`src/rtl/vgaw_pkg.sv`:
```
package vgaw_pkg;
  localparam int PLANES = 4;
  localparam int BYTE_W = 8;
  localparam int WORD_W = PLANES * BYTE_W;

  typedef logic [WORD_W-1:0] word_t;

  // Rotate a byte right by n positions.
  function automatic logic [BYTE_W-1:0] rotr_byte(input logic [BYTE_W-1:0] b,
                                                  input logic [2:0] n);
    logic [2*BYTE_W-1:0] twice;
    twice = {b, b} >> n;
    return twice[BYTE_W-1:0];
  endfunction

  // Copy one byte into every plane lane.
  function automatic word_t repl_byte(input logic [BYTE_W-1:0] b);
    return {PLANES{b}};
  endfunction

  // Each bit of a plane vector becomes a full 0x00/0xFF lane.
  function automatic word_t expand_planes(input logic [PLANES-1:0] n);
    word_t w;
    for (int p = 0; p < PLANES; p++) w[p*BYTE_W +: BYTE_W] = {BYTE_W{n[p]}};
    return w;
  endfunction

  // Combine a value with the latch: 0 pass, 1 and, 2 or, 3 xor.
  function automatic word_t latch_op(input word_t v, input word_t l,
                                     input logic [1:0] op);
    case (op)
      2'd1:    return v & l;
      2'd2:    return v | l;
      2'd3:    return v ^ l;
      default: return v;
    endcase
  endfunction
endpackage

```
`src/rtl/vgaw_window.sv`:
```
module vgaw_window #(
  parameter int WIN_W = 17
) (
  input  logic [WIN_W-1:0] addr,
  input  logic [1:0]       map_mode,
  output logic             hit,
  output logic [WIN_W-1:0] offset
);
  always_comb begin
    case (map_mode)
      2'd0: begin
        hit    = 1'b1;
        offset = addr;
      end
      2'd1: begin
        hit    = ~addr[WIN_W-1];
        offset = addr;
      end
      2'd2: begin
        hit    = (addr[WIN_W-1:WIN_W-2] == 2'b10);
        offset = {2'b00, addr[WIN_W-3:0]};
      end
      default: begin
        hit    = (addr[WIN_W-1:WIN_W-2] == 2'b11);
        offset = {2'b00, addr[WIN_W-3:0]};
      end
    endcase
  end
endmodule

```
`src/rtl/vgaw_single.sv`:
```
module vgaw_single
  import vgaw_pkg::*;
#(
  parameter int WIN_W = 17
) (
  input  logic [WIN_W-1:0]  offset,
  input  logic              chain4,
  input  logic              oe_hi,
  input  logic [BYTE_W-1:0] data,
  input  logic [PLANES-1:0] map_mask,
  output logic [WIN_W-1:0]  word_addr,
  output logic [PLANES-1:0] be,
  output word_t             wdata
);
  logic [1:0] lane;

  always_comb begin
    if (chain4) begin
      lane      = offset[1:0];
      word_addr = offset >> 2;
    end else begin
      lane      = {oe_hi, offset[0]};
      word_addr = offset >> 1;
    end
    be    = map_mask[lane] ? (PLANES'(1) << lane) : '0;
    wdata = repl_byte(data);
  end
endmodule

```
`src/rtl/vgaw_planar.sv`:
```
module vgaw_planar
  import vgaw_pkg::*;
(
  input  logic [BYTE_W-1:0] data,
  input  word_t             latch,
  input  logic [1:0]        mode,
  input  logic [2:0]        rot,
  input  logic [1:0]        op,
  input  logic [PLANES-1:0] sr_val,
  input  logic [PLANES-1:0] sr_en,
  input  logic [BYTE_W-1:0] bit_mask,
  output word_t             word
);
  logic [BYTE_W-1:0] rot_byte;
  logic [BYTE_W-1:0] mask_byte;
  word_t             src_val;
  word_t             op_val;
  word_t             mask_word;

  assign rot_byte = rotr_byte(data, rot);

  always_comb begin
    case (mode)
      2'd0: begin
        src_val   = (repl_byte(rot_byte) & ~expand_planes(sr_en)) |
                    (expand_planes(sr_val) & expand_planes(sr_en));
        mask_byte = bit_mask;
      end
      2'd2: begin
        src_val   = expand_planes(data[PLANES-1:0]);
        mask_byte = bit_mask;
      end
      2'd3: begin
        src_val   = expand_planes(sr_val);
        mask_byte = bit_mask & rot_byte;
      end
      default: begin
        // An empty mask makes the merge return the latch as it is.
        src_val   = latch;
        mask_byte = '0;
      end
    endcase
  end

  assign op_val    = latch_op(src_val, latch, op);
  assign mask_word = repl_byte(mask_byte);
  assign word      = (op_val & mask_word) | (latch & ~mask_word);
endmodule

```
`src/rtl/vga_plane_writer.sv`:
```
module vga_plane_writer
  import vgaw_pkg::*;
#(
  parameter int WIN_W = 17
) (
  input  logic              clk,
  input  logic              rst_n,
  input  logic              req_valid,
  output logic              req_ready,
  input  logic [WIN_W-1:0]  req_addr,
  input  logic [BYTE_W-1:0] req_data,
  input  logic [1:0]        map_mode,
  input  logic              chain4_en,
  input  logic              oddeven_en,
  input  logic              oddeven_hi,
  input  logic [1:0]        write_mode,
  input  logic [2:0]        rot_count,
  input  logic [1:0]        logic_op,
  input  logic [PLANES-1:0] setreset_val,
  input  logic [PLANES-1:0] setreset_en,
  input  logic [BYTE_W-1:0] bit_mask,
  input  logic [PLANES-1:0] map_mask,
  input  logic [WORD_W-1:0] latch,
  output logic              mem_we,
  output logic [WIN_W-1:0]  mem_addr,
  output logic [PLANES-1:0] mem_be,
  output logic [WORD_W-1:0] mem_wdata
);
  logic              win_hit;
  logic [WIN_W-1:0]  win_off;
  logic              single_path;
  logic [WIN_W-1:0]  sp_addr;
  logic [PLANES-1:0] sp_be;
  word_t             sp_data;
  word_t             pl_data;
  logic [WIN_W-1:0]  nx_addr;
  logic [PLANES-1:0] nx_be;
  word_t             nx_data;
  logic              nx_we;
  logic              accept;
  logic              busy;

  vgaw_window #(.WIN_W(WIN_W)) u_window (
    .addr     (req_addr),
    .map_mode (map_mode),
    .hit      (win_hit),
    .offset   (win_off)
  );

  vgaw_single #(.WIN_W(WIN_W)) u_single (
    .offset    (win_off),
    .chain4    (chain4_en),
    .oe_hi     (oddeven_hi),
    .data      (req_data),
    .map_mask  (map_mask),
    .word_addr (sp_addr),
    .be        (sp_be),
    .wdata     (sp_data)
  );

  vgaw_planar u_planar (
    .data     (req_data),
    .latch    (latch),
    .mode     (write_mode),
    .rot      (rot_count),
    .op       (logic_op),
    .sr_val   (setreset_val),
    .sr_en    (setreset_en),
    .bit_mask (bit_mask),
    .word     (pl_data)
  );

  assign single_path = chain4_en | oddeven_en;
  assign nx_addr     = single_path ? sp_addr : win_off;
  assign nx_be       = single_path ? sp_be   : map_mask;
  assign nx_data     = single_path ? sp_data : pl_data;
  assign nx_we       = win_hit & (|nx_be);
  assign accept      = req_valid & req_ready;
  assign req_ready   = ~busy;

  always_ff @(posedge clk) begin
    if (!rst_n) begin
      busy   <= 1'b0;
      mem_we <= 1'b0;
    end else begin
      busy   <= accept;
      mem_we <= accept & nx_we;
    end
  end

  always_ff @(posedge clk) begin
    if (accept) begin
      mem_addr  <= nx_addr;
      mem_be    <= nx_be;
      mem_wdata <= nx_data;
    end
  end

  // the unit is busy for exactly one cycle per request
  p_busy_one_cycle_r1: assert property (@(posedge clk) disable iff (!rst_n)
    busy |=> !busy);

  // every write is the result of the request taken one edge earlier
  p_we_after_accept_r1: assert property (@(posedge clk) disable iff (!rst_n)
    mem_we |-> ($past(accept) && !req_ready));

  // byte enables never exceed the map mask given with the request
  p_be_in_mask_r11: assert property (@(posedge clk) disable iff (!rst_n)
    mem_we |-> ((mem_be & ~$past(map_mask)) == '0));

  // a single-plane write touches exactly one lane
  p_single_lane_r3: assert property (@(posedge clk) disable iff (!rst_n)
    (mem_we && $past(chain4_en || oddeven_en)) |-> ($countones(mem_be) == 1));

  // write mode 1 stores the latch unchanged
  p_latch_copy_r6: assert property (@(posedge clk) disable iff (!rst_n)
    (mem_we && $past(!chain4_en && !oddeven_en && write_mode == 2'd1))
      |-> (mem_wdata == $past(latch)));

  // the two small windows produce addresses inside their 32 KiB span
  p_small_window_r2: assert property (@(posedge clk) disable iff (!rst_n)
    (mem_we && $past(map_mode[1])) |-> (mem_addr[WIN_W-1:WIN_W-2] == 2'b00));
endmodule

```
`config.mk`:
```
export PLATFORM = sky130hd
export DESIGN_NAME = vga_plane_writer
export DESIGN_NICKNAME = d
export VERILOG_FILES = /design/src/rtl/vgaw_pkg.sv /design/src/rtl/vgaw_window.sv /design/src/rtl/vgaw_single.sv /design/src/rtl/vgaw_planar.sv /design/src/rtl/vga_plane_writer.sv
export SDC_FILE = /design/constraint.sdc
export NUM_CORES = 1
export LEC_CHECK = 0
export BUFFER_PORTS_ARGS = -buffer_cell sky130_fd_sc_hd__buf_2
export CORE_UTILIZATION = 25
export DETAILED_ROUTE_END_ITERATION = 16
export PLACE_DENSITY = 0.51
export SYNTH_ARGS = -nofsm -noshare
export SYNTH_HDL_FRONTEND = slang
export SYNTH_SLANG_ARGS = --single-unit
```
`constraint.sdc`:
```
create_clock -name clk -period 3.4 [get_ports clk]
set_input_delay 0.34 -clock clk [delete_from_list [all_inputs] [get_ports clk]]
set_output_delay 0.34 -clock clk [all_outputs]
set_load 0.02 [all_outputs]
```
==> flow_summary_export.csv <==
group,metric,value,unit
status,status,"complete, no violations",
synthesis,syn_avg_cell_area,8.25,um^2
die,row_count,56,
setup_path,r2r-end,"mem_wdata[6]",
layout,area_growth,21.5,%
sta,fmax,332,MHz
hold_path,min_from,"rst_n",
synthesis,syn_inst,728,
drt,first_iter_violations,535,
synthesis,ys_ff_latch,55,
placement,port_buffers,146,
sta,hold_viol_final,0,
drt,drc_errors,0,
die,die_area,24600,um^2
setup_path,r2r_slack,1760,ps
drt,vias_per_cell,5.41,
clocking,ctsResizeCount,0,
placement,gp_congestion,0.884,
hold_path,min_path_type,"primary input to flop",
sta,drv_slew,0,
clocking,clkLatencyLatePin,310,ps
clocking,htreeDepth,2,
synthesis,yosys_warnings,0,
sta,tns,0,ps
sta,fin_crit_sh,88.5,%
clocking,cts_buffer_depth,2,
drt,routed_wl,23.8,mm
die,start_util,25.5,%
setup_path,critPathRequiredTime,3530,ps
die,fp.coreArea,23500,um^2
drt,antenna_left,0,
clocking,hold_buffers,0,
drt,dr.pass1.iters,5,
pwr,power_density,325,nW/um^2
layout,nets,982,
clocking,cts_root_buf,"clkbuf_16",
sta,tightest_slew,884,ps
setup_path,r2r_cells,2,
layout,n_fill_cell,2592,
synthesis,synth-edff-count,53,
hold_path,holdPathStages,2,
setup_path,cp_max_fo,8,
synthesis,ys.flop_type,"edfxtp_1",
pwr,leakage,2.84,nW
placement,dpl.hpwl,17.6,mm
clocking,clk_pin_slew_worst_paths,80,ps
setup_path,worstPathCellList,"buf_2, mux4_2, mux2_2, nor2_1, o31ai_1, o21a_1, ha_1, nand2_1, a2bb2oi_1, nor3_1, o21ai_0, o2111ai_1, a211oi_1",
synthesis,yosys.area.top_type,"edfxtp_1",
layout,regArea,1630,um^2
synthesis,synth.area.top_cells,"edfxtp_1 27%, o21ai_0 8.8%, a21oi_1 7.6%, ha_1 6.7%, nand2_1 4.7%",
global_routing,grt_use_total,19.2,%
placement,pre_cts_ws,139,ps
sta,slew_headroom,40.9,%
setup_path,max_stage_delay,610,ps
drt,avgRoutedWirePerCell,20.2,um
die,io_pins,147,
clocking,cts_setup_buffers,0,
clocking,cts_buffers,5,
setup_path,r2r_start,"busy",
pwr,ir_drop,161,uV
setup_path,arrival,3140,ps
synthesis,synth_nets,852,
layout,multiInputGateArea,4110,um^2
drt,via_count,6375,
global_routing,grt_max_degree,47,
sta,fin_ws,389,ps
global_routing,grt_pass1_wl,35.5,mm
synthesis,ys_seq_area_share,27.2,%
setup_path,path_class,"primary input to flop",
setup_path,cp_slowest_cell,"mux4_2",
die,die_w,157,um
global_routing,grt_pass1_vias,6036,
sta,fin_skew,5.84,ps
synthesis,synth_top_cell_area_share,26.5,%
clocking,cts_tree,"done",
sta,finalSetupViolations,0,
synthesis,mappedNetlistArea,6000,um^2
die,dieHeight,157,um
sta,min_period,3010,ps
hold_path,hold_path_end,"busy",
job,maxCapViolCount,0,
setup_path,critPathCaptureType,"flop",
sta,rsz0062_at_grt,"no",
layout,n_antenna_cell,0,
global_routing,antenna_found_initial,0,
global_routing,grt-ovfl-total,0,
setup_path,cp-start-kind,"primary input",
synthesis,async_reset_ff_share,0,%
layout,layout-drive-gt1-share,26.8,%
clocking,cts.sinks,55,
synthesis,synth_cell_types,70,
cells in the final DEF, fill, tap and decap left out, drive strengths merged, types with 7 or more instances in the layout:
| cell type | netlist | layout |
|---|---|---|
| mux4 | 8 | 8 |
| a211oi | 7 | 7 |
| or2 | 8 | 8 |
| mux2i | 26 | 26 |
| mux2 | 11 | 11 |
| inv | 12 | 14 |
| o22ai | 8 | 8 |
| edfxtp | 53 | 53 |
| and2 | 8 | 8 |
| nand2b | 13 | 13 |
| nor2 | 58 | 58 |
| o31ai | 10 | 10 |
| nand2 | 75 | 75 |
| ha | 32 | 32 |
| nor2b | 24 | 24 |
| buf | 22 | 173 |
| a221oi | 10 | 10 |
| o211ai | 13 | 13 |
| a21oi | 91 | 91 |
| o21ai | 110 | 110 |
| a31oi | 11 | 11 |
synthesized netlist by cell type (4+ instances only):
cell type and instances:
o21ai_0 105, a21oi_1 91, nand2_1 75, nor2_1 58
edfxtp_1 53, ha_1 32, clkbuf_1 28, nor2b_1 24
mux2i_1 21, buf_2 13, nand2b_1 13, o211ai_1 13
inv_1 11, mux2_2 9, o31ai_1 9, a221oi_1 8
a31oi_1 8, and2_1 8, o22ai_1 8, mux4_2 7
or2_2 7, a211oi_1 6, buf_1 6, nor3_1 6
nor3b_1 6, o221ai_1 6, o311ai_0 6, a21boi_0 5
nand3_1 5, o21a_1 5, o21ai_1 5, o2bb2ai_1 5
a2111oi_0 4
cells by family after synthesis:
logic type	share of synthesized area, %
compound gates	34.0
mux	10.3
flops	27.2
fa+ha+maj	6.67
simple gates	17.3
buf+inv	4.52
stage by stage:
stage,instance area [um^2],hold slack (ps),power [mW],cells,utilization [%]
after floorplan,6000,476,1.45,728,-
after global placement,7150,570,1.79,1170,30.4
after detailed placement,7150,574,1.79,1170,30.4
after CTS,7300,243,2.39,1178,31.0
after global routing,7300,249,2.51,1178,31.0
final,7300,244,2.37,1178,31.0
report_power, final:
group          internal, mW  total [mW]  switching, mW
Combinational         0.362       0.969          0.606
Sequential            0.806       0.819         0.0122
Clock                 0.281       0.582          0.301
registers in the layout, indices dropped and copies added, names as in the netlist:
signal,cells
mem_wdata,32
mem_addr,17
mem_we,1
busy,1
mem_be,4
how the worst max path moves through the flow:
stage	from	to	depth (start not counted)
after floorplan	req_valid	mem_we	3
after global placement	rot_count[1]	mem_wdata[14]	12
after detailed placement	rot_count[1]	mem_wdata[14]	12
after CTS	rot_count[1]	mem_wdata[14]	12
after global routing	rot_count[1]	mem_wdata[31]	13
final	rot_count[1]	mem_wdata[31]	13
worst max-delay path, delay by kind of cell:
kind,cells,cell delay (ps)
muxes,2,950
buffers and inverters,1,210
AOI/OAI and AO/OA,6,1130
and+or+nand+nor,3,230
adders and majority gates,1,260
final cells by class:
class / count / share of cell area (%)
multi-input combinational: 610 / 56.3
sequential: 55 / 22.4
timing repair buffer: 173 / 13.1
tap: 319 / 5.47
clock buffer: 5 / 1.71
inverter: 13 / 0.669
clock inverter: 3 / 0.343
metal layers:
layer  track usage, %  vias up  share of wire [%]
li1                 -     3046                  -
met1             25.6     2993                 45
met2             30.8      290                 46
met3             3.41       46                7.4
met4             6.96        0                2.6
met5                0        -                  0
Note: power is estimated with default switching activity, not from simulation.
